--- src/rtl/ftg_pkg.sv ---
package ftg_pkg;

    localparam int CNT_W = 16;

    typedef logic [CNT_W-1:0] cnt_t;

    typedef struct packed {
        cnt_t line;
        cnt_t pix;
        cnt_t sub;
    } raster_pos_t;

    typedef enum logic [1:0] {
        SEQ_IDLE = 2'd0,
        SEQ_WAIT = 2'd1,
        SEQ_RUN  = 2'd2
    } seq_mode_e;

    function automatic cnt_t wrap_inc(input cnt_t v, input cnt_t last);
        return (v == last) ? '0 : v + cnt_t'(1);
    endfunction

endpackage

--- src/rtl/ftg_raster.sv ---
module ftg_raster
    import ftg_pkg::*;
#(
    parameter int PIX_DIV  = 2,
    parameter int H_TOTAL  = 910,
    parameter int V_TOTAL  = 262,
    parameter int V_ACTIVE = 244
) (
    input  logic        clk,
    input  logic        rst,
    output raster_pos_t pos_nx,
    output logic        vb_start_nx
);
    localparam cnt_t SUB_LAST  = cnt_t'(PIX_DIV - 1);
    localparam cnt_t PIX_LAST  = cnt_t'(H_TOTAL - 1);
    localparam cnt_t LINE_LAST = cnt_t'(V_TOTAL - 1);
    localparam cnt_t VB_LINE   = cnt_t'(V_ACTIVE);

    raster_pos_t pos_q;

    always_comb begin
        pos_nx = pos_q;
        pos_nx.sub = wrap_inc(pos_q.sub, SUB_LAST);
        if (pos_q.sub == SUB_LAST) begin
            pos_nx.pix = wrap_inc(pos_q.pix, PIX_LAST);
            if (pos_q.pix == PIX_LAST)
                pos_nx.line = wrap_inc(pos_q.line, LINE_LAST);
        end
        if (rst)
            pos_nx = '0;
    end

    assign vb_start_nx = !rst && (pos_nx.line == VB_LINE) &&
                         (pos_nx.pix == '0) && (pos_nx.sub == '0);

    always_ff @(posedge clk) begin
        pos_q <= pos_nx;
    end

endmodule

--- src/rtl/ftg_xfer_seq.sv ---
module ftg_xfer_seq
    import ftg_pkg::*;
#(
    parameter int XFER_PULSES = 242,
    parameter int XFER_PERIOD = 8,
    parameter int XFER_DELAY  = 64
) (
    input  logic clk,
    input  logic rst,
    input  logic vb_start_nx,
    output logic xfer_o
);
    localparam cnt_t PH_LAST  = cnt_t'(XFER_PERIOD - 1);
    localparam cnt_t PH_HIGH  = cnt_t'(XFER_PERIOD / 2);
    localparam cnt_t K_LAST   = cnt_t'(XFER_PULSES - 1);
    localparam cnt_t DLY      = cnt_t'(XFER_DELAY);
    localparam bit   NO_WAIT  = (XFER_DELAY == 0);

    seq_mode_e mode_q, mode_n;
    cnt_t      cnt_q, cnt_n;
    cnt_t      k_q, k_n;

    always_comb begin
        mode_n = mode_q;
        cnt_n  = cnt_q;
        k_n    = k_q;
        if (vb_start_nx) begin
            mode_n = NO_WAIT ? SEQ_RUN : SEQ_WAIT;
            cnt_n  = '0;
            k_n    = '0;
        end else begin
            case (mode_q)
                SEQ_WAIT: begin
                    if (cnt_q + cnt_t'(1) == DLY) begin
                        mode_n = SEQ_RUN;
                        cnt_n  = '0;
                    end else begin
                        cnt_n = cnt_q + cnt_t'(1);
                    end
                end
                SEQ_RUN: begin
                    if (cnt_q == PH_LAST) begin
                        cnt_n = '0;
                        if (k_q == K_LAST) mode_n = SEQ_IDLE;
                        else               k_n    = k_q + cnt_t'(1);
                    end else begin
                        cnt_n = cnt_q + cnt_t'(1);
                    end
                end
                default: ;
            endcase
        end
    end

    always_ff @(posedge clk) begin
        if (rst) begin
            mode_q <= SEQ_IDLE;
            cnt_q  <= '0;
            k_q    <= '0;
            xfer_o <= 1'b0;
        end else begin
            mode_q <= mode_n;
            cnt_q  <= cnt_n;
            k_q    <= k_n;
            xfer_o <= (mode_n == SEQ_RUN) && (cnt_n < PH_HIGH);
        end
    end

    // the pulse index never runs past the last pulse of the burst
    a_r8_index_bound: assert property (@(posedge clk) disable iff (rst)
        (mode_q == SEQ_RUN) |-> (k_q <= K_LAST));

endmodule

--- src/rtl/ftg_top.sv ---
module ftg_top
    import ftg_pkg::*;
#(
    parameter int PIX_DIV     = 2,
    parameter int H_ACTIVE    = 780,
    parameter int H_BLANK     = 130,
    parameter int V_ACTIVE    = 244,
    parameter int V_BLANK     = 18,
    parameter int XFER_PULSES = 242,
    parameter int XFER_PERIOD = 8,
    parameter int XFER_DELAY  = 64
) (
    input  logic clk,
    input  logic rst,
    output logic pix_clk_o,
    output logic line_en_o,
    output logic frame_en_o,
    output logic field_id_o,
    output logic ab_gate_o,
    output logic xfer_o
);
    localparam int   H_TOTAL = H_ACTIVE + H_BLANK;
    localparam int   V_TOTAL = V_ACTIVE + V_BLANK;
    localparam cnt_t PCLK_HI = cnt_t'(PIX_DIV / 2);
    localparam cnt_t H_ACT_C = cnt_t'(H_ACTIVE);
    localparam cnt_t V_ACT_C = cnt_t'(V_ACTIVE);

    raster_pos_t nx;
    logic        vb_start_nx;
    logic        act_line_n, act_pix_n;

    ftg_raster #(
        .PIX_DIV (PIX_DIV),
        .H_TOTAL (H_TOTAL),
        .V_TOTAL (V_TOTAL),
        .V_ACTIVE(V_ACTIVE)
    ) u_raster (
        .clk        (clk),
        .rst        (rst),
        .pos_nx     (nx),
        .vb_start_nx(vb_start_nx)
    );

    ftg_xfer_seq #(
        .XFER_PULSES(XFER_PULSES),
        .XFER_PERIOD(XFER_PERIOD),
        .XFER_DELAY (XFER_DELAY)
    ) u_xfer (
        .clk        (clk),
        .rst        (rst),
        .vb_start_nx(vb_start_nx),
        .xfer_o     (xfer_o)
    );

    assign act_line_n = nx.line < V_ACT_C;
    assign act_pix_n  = nx.pix < H_ACT_C;

    always_ff @(posedge clk) begin
        if (rst) begin
            pix_clk_o  <= 1'b0;
            line_en_o  <= 1'b0;
            frame_en_o <= 1'b0;
            field_id_o <= 1'b0;
            ab_gate_o  <= 1'b0;
        end else begin
            pix_clk_o  <= nx.sub < PCLK_HI;
            line_en_o  <= act_line_n && act_pix_n;
            frame_en_o <= act_line_n;
            ab_gate_o  <= !(act_line_n && act_pix_n);
            if (vb_start_nx)
                field_id_o <= !field_id_o;
        end
    end

    // checker state: transfer pulses seen since the current blanking began
    cnt_t chk_pulses;
    logic chk_xfer_d;

    always_ff @(posedge clk) begin
        if (rst) begin
            chk_pulses <= '0;
            chk_xfer_d <= 1'b0;
        end else begin
            chk_xfer_d <= xfer_o;
            if (frame_en_o)
                chk_pulses <= '0;
            else if (xfer_o && !chk_xfer_d)
                chk_pulses <= chk_pulses + cnt_t'(1);
        end
    end

    // transfer only while readout is halted
    a_r9_xfer_in_vblank: assert property (@(posedge clk) disable iff (rst)
        xfer_o |-> !frame_en_o);

    // field parity moves only on the clock where the frame enable falls
    a_r6_fid_at_vblank: assert property (@(posedge clk) disable iff (rst)
        !$stable(field_id_o) |-> $fell(frame_en_o));

    // entering vertical blanking leaves line enable low and the gate high
    a_r4_vblank_entry: assert property (@(posedge clk) disable iff (rst)
        $fell(frame_en_o) |-> (!line_en_o && ab_gate_o));

    // the gate and the line enable never overlap
    a_r5_gate_excl: assert property (@(posedge clk) disable iff (rst)
        line_en_o |-> !ab_gate_o);

    // no more pulses than configured within one blanking interval
    a_r8_pulse_count: assert property (@(posedge clk) disable iff (rst)
        chk_pulses <= cnt_t'(XFER_PULSES));

endmodule

--- config.mk ---
export PLATFORM = sky130hd
export DESIGN_NAME = ftg_top
export DESIGN_NICKNAME = d
export VERILOG_FILES = /design/src/rtl/ftg_pkg.sv /design/src/rtl/ftg_raster.sv /design/src/rtl/ftg_xfer_seq.sv /design/src/rtl/ftg_top.sv
export SDC_FILE = /design/constraint.sdc
export NUM_CORES = 1
export LEC_CHECK = 0
export BUFFER_PORTS_ARGS = -buffer_cell sky130_fd_sc_hd__buf_2
export CAP_MARGIN = 25
export CORE_MARGIN = 1.5
export CORE_UTILIZATION = 31
export CTS_CLUSTER_SIZE = 14
export DETAILED_ROUTE_END_ITERATION = 16
export GPL_ROUTABILITY_DRIVEN = 0
export PLACE_DENSITY_LB_ADDON = 0.12
export REMOVE_ABC_BUFFERS = 1
export SKIP_LAST_GASP = 1
export SYNTH_ARGS = -nofsm -noshare
export SYNTH_HDL_FRONTEND = slang
export SYNTH_HIERARCHICAL = 1
export SYNTH_SLANG_ARGS = --single-unit
export TNS_END_PERCENT = 1
--- constraint.sdc ---
create_clock -name clk -period 4.6 [get_ports clk]
set_input_delay 0.23 -clock clk [delete_from_list [all_inputs] [get_ports clk]]
set_output_delay 0.23 -clock clk [all_outputs]
set_load 0.05 [all_outputs]
# == Word level (Yosys, flattened, before mapping) ==
# Cells that the tools add are included.
# word_totals
ff_bits,88
out_inout_bits,6
word_cells,59
input_bits,2
# op_classes
n_reduce_logical,12
mux,15
eq_ne,10
addsub,5
order_cmp,4
n_bitwise,1
# op_table
operator,count
two-way mux 16 bit,7
"adder 16 x 1 -> 16 bit, second input constant",5
two-way mux 48 bit,1
"equality test 16 x 8 -> 1 bit, second input constant",2
zero test 16 bit,2
two-way mux 32 bit,1
one-hot mux 16 bit (2 select lines),1
"equality test 16 x 1 -> 1 bit, second input constant",1
"equality test 16 x 10 -> 1 bit, second input constant",1
"equality test 16 x 3 -> 1 bit, second input constant",1
"equality test 16 x 7 -> 1 bit, second input constant",1
"equality test 16 x 9 -> 1 bit, second input constant",1
"< comparator 16 x 1 -> 1 bit, second input constant",1
"< comparator 16 x 10 -> 1 bit, second input constant",1
"< comparator 16 x 3 -> 1 bit, second input constant",1
"< comparator 16 x 8 -> 1 bit, second input constant",1
two-way mux 2 bit,4
logical AND 1 bit,5
"equality test 2 bit, second input constant",2
one-hot mux 2 bit (2 select lines),1
zero test 1 bit,3
AND reduction 3 bit,1
"equality test 2 x 1 -> 1 bit, second input constant",1
OR reduction 2 bit,1
NOT 1 bit,1

# == Logic depth before layout (Yosys ltp) ==
# Gate-level depths: netlist of the first run.
# depth
ltp_word,12
mapped_depth,16
depth_no_buf,13

# == Modules after synthesis ==
# Netlist of the first run, hierarchy kept.
# by_module_without_submodules
module,cells_each,instances,seq_area_each_um2,area_per_inst_um2
ftg_raster,376,1,960.9,3079.2
ftg_xfer_seq,261,1,700.7,2188.3
ftg_top,29,1,100.1,232.7

# == Least setup slack after synthesis of the first run ==
# No wires, ideal clock.
# synth_path
path_kind,reg2reg
startpoint,reg u_raster/pos_q[33] (netlist name)
endpoint,reg u_xfer.cnt_q[1]
synth_period_minus_slack_ns,3.690
required_ns,4.472
path_buffers,3
stages_incl_launch_ff,16
arrival_time_ns,3.562
setup_slack_ns,0.910
setup_time_ns,0.128
path_cell_list,dfxtp_1 -> inv_1 -> ha_1 -> nor3b_1 -> and4_2 -> buf_2 -> nor3_4 -> nand2_1 -> o21a_1 -> or4_1 -> or4_1 -> and4b_1 -> or2_2 -> buf_1 -> clkbuf_1 -> nor2_1
# synth_via
elab_chain_cells,10
elab_cells_between_ends,11
cone_classes,1 x add/sub; 2 x eq/ne; 5 x mux; 3 x reduce/logical
# synth_rtl
item,line_no,source
from (decl),ftg_raster.sv:19,raster_pos_t pos_q;
from (signal assigned),ftg_raster.sv:37,pos_q <= pos_nx;
adder 16 x 1 -> 16 bit / equality test 16 x 9 -> 1 bit (equally long branches),ftg_pkg.sv:20,return (v == last) ? '0 : v + cnt_t'(1);
two-way mux 16 bit,ftg_pkg.sv:20,
two-way mux 16 bit,ftg_raster.sv:26,if (pos_q.pix == PIX_LAST)
two-way mux 32 bit (*),ftg_raster.sv:24,if (pos_q.sub == SUB_LAST) begin
two-way mux 48 bit (*),ftg_raster.sv:29,if (rst)
equality test 16 x 8 -> 1 bit (*),ftg_raster.sv:33,assign vb_start_nx = !rst && (pos_nx.line == VB_LINE) &&
logical AND 1 bit (*) (2 in a row),ftg_raster.sv:33,
logical AND 1 bit (*),ftg_raster.sv:34,(pos_nx.pix == '0) && (pos_nx.sub == '0);
named net vb_start_nx,ftg_top.sv:29,logic vb_start_nx;
two-way mux 16 bit (*),ftg_xfer_seq.sv:27,if (vb_start_nx) begin
to (signal assigned),ftg_xfer_seq.sv:63,cnt_q <= cnt_n;
to (decl),ftg_xfer_seq.sv:20,"cnt_t cnt_q, cnt_n;"
# Mark *: on every way through the listed nets, which the timed path passes. The rest lies on a longest branch.
# A chain may end at the register's enable or synchronous reset.

==> results of run 1 <==
-- placed cells by master, fill, tap and decap left out, types with 5 or more instances in the layout --
cell type / n
nor3_1: 22
dfxtp_1: 88
nand3_1: 27
o21ai_0: 27
nor2_1: 99
a31oi_1: 6
clkbuf_16: 9
buf_4: 5
and4_1: 5
or4_1: 7
and3_1: 12
xnor2_1: 41
and2_1: 5
ha_1: 11
nor4_1: 27
nand2_1: 44
inv_1: 19
a21oi_1: 29
nand4_1: 29
buf_2: 7
nor2b_1: 5
xor2_1: 26
or3_1: 10
-- layout make-up --
type                            count  area share
Timing Repair Buffer               12      0.0123
Tap cell                          225      0.0476
Sequential cell                    88       0.298
Clock inverter                      3      0.0110
Clock buffer                       12      0.0434
Multi-Input combinational cell    520       0.576
Inverter                           19      0.0121
-- worst max-delay path by stage --
stage / startpoint / end / slack [ns]
2_1_floorplan: u_raster/pos_q[16]$_DFF_P_ / u_xfer/xfer_o$_SDFF_PP0_ / 0.88
3_3_place_gp: u_raster/pos_q[0]$_DFF_P_ / u_xfer/xfer_o$_SDFF_PP0_ / 0.54
3_5_place_dp: u_raster/pos_q[0]$_DFF_P_ / u_xfer/xfer_o$_SDFF_PP0_ / 0.41
4_1_cts: u_raster/pos_q[0]$_DFF_P_ / u_xfer/xfer_o$_SDFF_PP0_ / 0.38
5_1_grt: u_raster/pos_q[0]$_DFF_P_ / u_xfer/xfer_o$_SDFF_PP0_ / 0.15
6_report: u_raster/pos_q[0]$_DFF_P_ / u_xfer/xfer_o$_SDFF_PP0_ / 0.41
-- critical path, stage by stage, from the launching register on --
cell	delay, ns
dfxtp_1	0.44
ha_1	0.21
nor4b_4	0.26
and4_1	0.49
nand2_8	0.14
nand2b_2	0.22
nor2_1	0.10
or4_1	0.49
or4_1	0.53
and4b_1	0.41
a41oi_1	0.07
o41a_1	0.47
nor4b_2	0.27
-- state kept, by name, indices dropped and copies added, names as in the netlist --
register and count:
u_raster/pos_q 48, u_xfer/k_q 16, frame_en_o 1, u_xfer/mode_q 2
line_en_o 1, u_xfer/xfer_o 1, pix_clk_o 1, ab_gate_o 1
field_id_o 1, u_xfer/cnt_q 16
-- kinds of logic (layout without fill, tap and decap cells) --
logic type,count (synthesis),count (layout),share of synthesized area
and+or+nand+nor,339,339,0.359
xor gates and xnor gates,67,67,0.107
adders and majority gates,11,11,0.0250
muxes,2,2,0.00364
DFF,88,88,0.320
AOI/OAI and AO/OA,101,101,0.124
buffers and inverters,58,46,0.0610
-- metrics by stage --
step / hold slack [ns] / power (W) / cell area (sq um)
2_1_floorplan: 0.299 / 0.000871 / 5240
3_3_place_gp: 0.483 / 0.000913 / 5590
3_5_place_dp: 0.486 / 0.000912 / 5590
4_1_cts: 0.325 / 0.00173 / 5910
5_1_grt: 0.358 / 0.00178 / 5910
6_report: 0.336 / 0.00171 / 5910
-- cell usage after synthesis, types with 5 or more instances --
master / instances / area share
clkbuf_1: 9 / 0.0061
and3_1: 12 / 0.014
nand3_1: 27 / 0.025
or3_1: 10 / 0.011
buf_4: 6 / 0.0082
buf_2: 12 / 0.011
xnor2_1: 41 / 0.065
a21oi_1: 29 / 0.026
buf_6: 8 / 0.016
nor4_1: 27 / 0.031
inv_1: 19 / 0.013
ha_1: 11 / 0.025
o21ai_0: 27 / 0.025
a31oi_1: 6 / 0.0068
and4_1: 5 / 0.0080
nand4_1: 29 / 0.033
xor2_1: 26 / 0.041
nor2b_1: 5 / 0.0057
nand2_1: 44 / 0.030
and2_1: 5 / 0.0057
dfxtp_1: 88 / 0.32
or4_1: 7 / 0.0096
nor3_1: 22 / 0.020
nor2_1: 99 / 0.068
-- layer usage --
layer / wire, um / part of all wire
met4: 228 / 0.016
met5: 0 / 0
met3: 639 / 0.046
met1: 7010 / 0.51
met2: 6000 / 0.43
-- report_power, final --
part           switching [W]  internal (W)
Sequential         0.0000102      0.000770
Combinational      0.0000790     0.0000355
Clock               0.000308      0.000502
==> results_dict.tcl, run 1 <==
set metrics [dict create \
    fp.dieW_um 136 \
    final_util 0.342 \
    firstDrtPassIters 5 \
    numPortBuffers 7 \
    worst_ep_required_time_ns 4.86 \
    p_leak_nw 1.85 \
    grt_max_degree 20 \
    r2r_start "u_raster/pos_q[0]$_DFF_P_" \
    post_cts_buffers 0 \
    min_from "rst" \
    setup_viol 0 \
    vias 4741 \
    async_flop_share 0 \
    fin_skew_ns 0.00493 \
    drt_iter0_drc 397 \
    postCtsHoldBufs 0 \
    synth_seq_cells 88 \
    clk_latency_ns 0.35 \
    drc 0 \
    finalHoldViolCount 0 \
    antenna_found_initial 0 \
    syn2layout_area_growth_pct 7.48 \
    rsz0062_at_grt "false" \
    worstSetupPathType "register to register" \
    use_met1 0.228 \
    cts_max_level 3 \
    num_antenna_cells 0 \
    crit_fanout 17 \
    synth-edff-count 0 \
    nets 663 \
    rows 48 \
    worst_slack_ns 0.409 \
    die_h_um 136 \
    tritoncts "built" \
    grt-busiest-layer "met2" \
    seq_area_sq_mm 0.00176 \
    max-vdd-ir-drop_mv 0.147 \
    ios 8 \
    hold_class "primary input to register" \
    numClockSinks 88 \
    cts_buffer_depth 2 \
    r2r_cells 12 \
    initial_core_util 0.318 \
    period_needed_ns 4.19 \
    p_per_area_mw_per_mm2 288 \
    r2r_end "u_xfer/xfer_o$_SDFF_PP0_" \
    yosysUniqueCellTypes 78 \
    netlist_area_sq_mm 0.00550 \
    finalSetupTns_ns 0 \
    drv_cap 0 \
    status "complete, no violations" \
    numCtsBuffers 9 \
    wl_mm 13.9 \
    die_area_sq_mm 0.0186 \
    holdPathEnd "u_raster/pos_q[23]$_DFF_P_" \
    placedCellCount 864 \
    synth_ff_type "dfxtp_1" \
    grt_usage 0.159 \
    period_share 0.911 \
    drtAntennaViolNets 0 \
    core_area_sq_mm 0.0173 \
    worst_pin_slew_ns 0.833 \
    grt_pass1_wl_mm 23.3 \
    slew_headroom 0.441 \
    grtUsageMet3 0.0283 \
    first_global_vias 4398 \
    wl_per_cell_um 15.8 \
    seq_area_frac_synth 0.320 \
    hold-path-cell-count 2 \
    yosysWarningCount 6 \
    endpoint_kind "register" \
    vias_per_cell 5.39 \
    cts.root.buffer_cell "clkbuf_16" \
    grt.overflow.total 0 \
    synthCells 666 \
    multi_input_area_sq_mm 0.00340 \
    fill_cells 1836 \
    cts-resized-gates 0 \
    dp_slack_ns 0.409 \
    slew_violations 0 \
    critPathArrivalTime_ns 4.45 \
    met2_usage 0.235 \
    clk_pin_slew_worst_paths_ns 0.06 \
    rrSetupSlack_ns 0.41 \
    fmax_ghz 0.239 \
    start_kind "register" \
    hpwl_mm 10.1 \
    drive_gt1_frac 0.0933 \
    synth_area_per_cell_sq_um 8.26 \
    stdcell_count 879 \
]
No activity file was read; power rests on OpenSTA's default activity.
==> run 2, diff against run 1 <==
--- a/config.mk
+++ b/config.mk
@@ -9,6 +9,7 @@
 export CAP_MARGIN = 25
 export CORE_MARGIN = 1.5
 export CORE_UTILIZATION = 31
+export CTS_BUF_LIST = sky130_fd_sc_hd__clkbuf_4
 export CTS_CLUSTER_SIZE = 14
 export DETAILED_ROUTE_END_ITERATION = 16
 export GPL_ROUTABILITY_DRIVEN = 0
==> run 2 against run 1 <==
- largest cell class unchanged
- register-to-register slack got worse by 0.02 ns
- clock power decreased by 39%
- global-route usage is 0.088 points lower
- critical path depth unchanged
- maximum frequency down 0.48%
- combinational power about the same
- critical path type unchanged
- first-iteration DRC count up 11%
- die area did not move
- final cell count up 0.11%
- via count shrank 0.44%
==> results_dict.tcl, run 2 (synthesis results as in run 1) <==
set metrics [dict create \
    fmax_ghz 0.237 \
    holdPathEnd "u_raster/pos_q[23]$_DFF_P_" \
    numPortBuffers 7 \
    rrSetupSlack_ns 0.39 \
    hpwl_mm 10.1 \
    cts.root.buffer_cell "clkbuf_4" \
    worst_ep_required_time_ns 4.99 \
    max-vdd-ir-drop_mv 0.0990 \
    worst_pin_slew_ns 0.808 \
    hold-path-cell-count 2 \
    setup_viol 0 \
    status "complete, no violations" \
    r2r_start "u_raster/pos_q[0]$_DFF_P_" \
    post_cts_buffers 0 \
    postCtsHoldBufs 0 \
    fin_skew_ns 0.0219 \
    ios 8 \
    reg_top3 "u_raster/pos_q: 48 flops, u_xfer/cnt_q: 16 flops, u_xfer/k_q: 16 flops" \
    drv_cap 0 \
    min_from "rst" \
    r2r_cells 12 \
    antenna_found_initial 1 \
    drtAntennaViolNets 0 \
    rsz0062_at_grt "false" \
    numClockSinks 88 \
    fp.dieW_um 136 \
    drive_gt1_frac 0.0917 \
    finalSetupTns_ns 0 \
    clk_pin_slew_worst_paths_ns 0.15 \
    first_global_vias 4392 \
    slew_violations 0 \
    p_leak_nw 1.77 \
    crit_fanout 17 \
    wl_per_cell_um 15.8 \
    die_area_sq_mm 0.0186 \
    tritoncts "built" \
    grt_pass1_wl_mm 23.2 \
    drc 0 \
    regMostFlops "u_raster/pos_q" \
    largest_reg_flops 48 \
    grt.overflow.total 0 \
    critPathArrivalTime_ns 4.60 \
    period_needed_ns 4.21 \
    start_kind "register" \
    p_per_area_mw_per_mm2 242 \
    layout_commonest_cell "nor2_1" \
    cts-resized-gates 0 \
    vias 4720 \
    r2r_end "u_xfer/xfer_o$_SDFF_PP0_" \
    nets 663 \
    syn2layout_area_growth_pct 4.37 \
    layout_common_cells "nor2_1, dfxtp_1, nand2_1" \
    rows 48 \
    die_h_um 136 \
    period_share 0.916 \
    hold_class "primary input to register" \
    core_area_sq_mm 0.0173 \
    cts_buffer_depth 2 \
    firstDrtPassIters 4 \
    initial_core_util 0.318 \
    cts_max_level 3 \
    hold_slack_ns 0.219 \
    drt_iter0_drc 440 \
    slew_headroom 0.458 \
    wl_mm 13.9 \
    finalHoldViolCount 0 \
    numCtsBuffers 9 \
    grt_usage 0.158 \
    vias_per_cell 5.36 \
    clk_latency_ns 0.47 \
    endpoint_kind "register" \
    grt_max_degree 20 \
    worstSetupPathType "register to register" \
]
## run 2: critical path, cell delays in order, from the launching register on
cell      delay (ns)
dfxtp_1         0.47
ha_1            0.21
nor4b_4         0.26
and4_1          0.50
nand2_8         0.14
nand2b_2        0.22
nor2_1          0.10
or4_1           0.49
or4_1           0.53
and4b_1         0.41
a41oi_1         0.07
o41a_1          0.47
nor4b_2         0.27
## run 2: worst max-delay path by stage
stage | end | slack [ns] | startpoint
after floorplan | u_xfer/xfer_o$_SDFF_PP0_ | 0.88 | u_raster/pos_q[16]$_DFF_P_
after global placement | u_xfer/xfer_o$_SDFF_PP0_ | 0.54 | u_raster/pos_q[0]$_DFF_P_
after detailed placement | u_xfer/xfer_o$_SDFF_PP0_ | 0.41 | u_raster/pos_q[0]$_DFF_P_
after CTS | u_xfer/xfer_o$_SDFF_PP0_ | 0.37 | u_raster/pos_q[0]$_DFF_P_
after global routing | u_xfer/xfer_o$_SDFF_PP0_ | 0.12 | u_raster/pos_q[0]$_DFF_P_
final | u_xfer/xfer_o$_SDFF_PP0_ | 0.39 | u_raster/pos_q[0]$_DFF_P_
## run 2: layout make-up
class / count / area, sq um
fillers: 1858 / 11600
multi-input cells: 520 / 3400
flip-flops and latches: 88 / 1760
well taps: 225 / 282
clock buffers: 10 / 75.1
clock inverters: 5 / 72.6
repair buffers: 12 / 72.6
inverters: 19 / 71.3
diodes: 1 / 2.50
## run 2: report_power, final
group | leakage [nW] | switching, W | internal [W]
sequential | 0.710 | 0.0000103 | 0.000771
combinational | 0.979 | 0.0000788 | 0.0000355
clock | 0.0813 | 0.000277 | 0.000220
total | 1.77 | 0.000366 | 0.00103
## run 2: per-stage QoR
| step | utilization | cell area [sq um] | cells | setup WS [ns] | total power [W] |
|---|---|---|---|---|---|
| floorplan | - | 5240 | 627 | 0.883 | 0.000871 |
| detailed placement | 0.323 | 5590 | 864 | 0.409 | 0.000912 |
| global placement | 0.323 | 5590 | 864 | 0.544 | 0.000913 |
| finish | 0.332 | 5740 | 880 | 0.388 | 0.00139 |
| global route | 0.332 | 5740 | 880 | 0.124 | 0.00146 |
| CTS | 0.332 | 5740 | 879 | 0.369 | 0.00142 |
## run 2: routing by layer
layer,share of wire,global-route usage,vias up
met5,0,0,-
met4,0.014,0.0597,0
met3,0.040,0.0283,13
met2,0.43,0.230,94
met1,0.51,0.231,2238
li1,-,-,2375
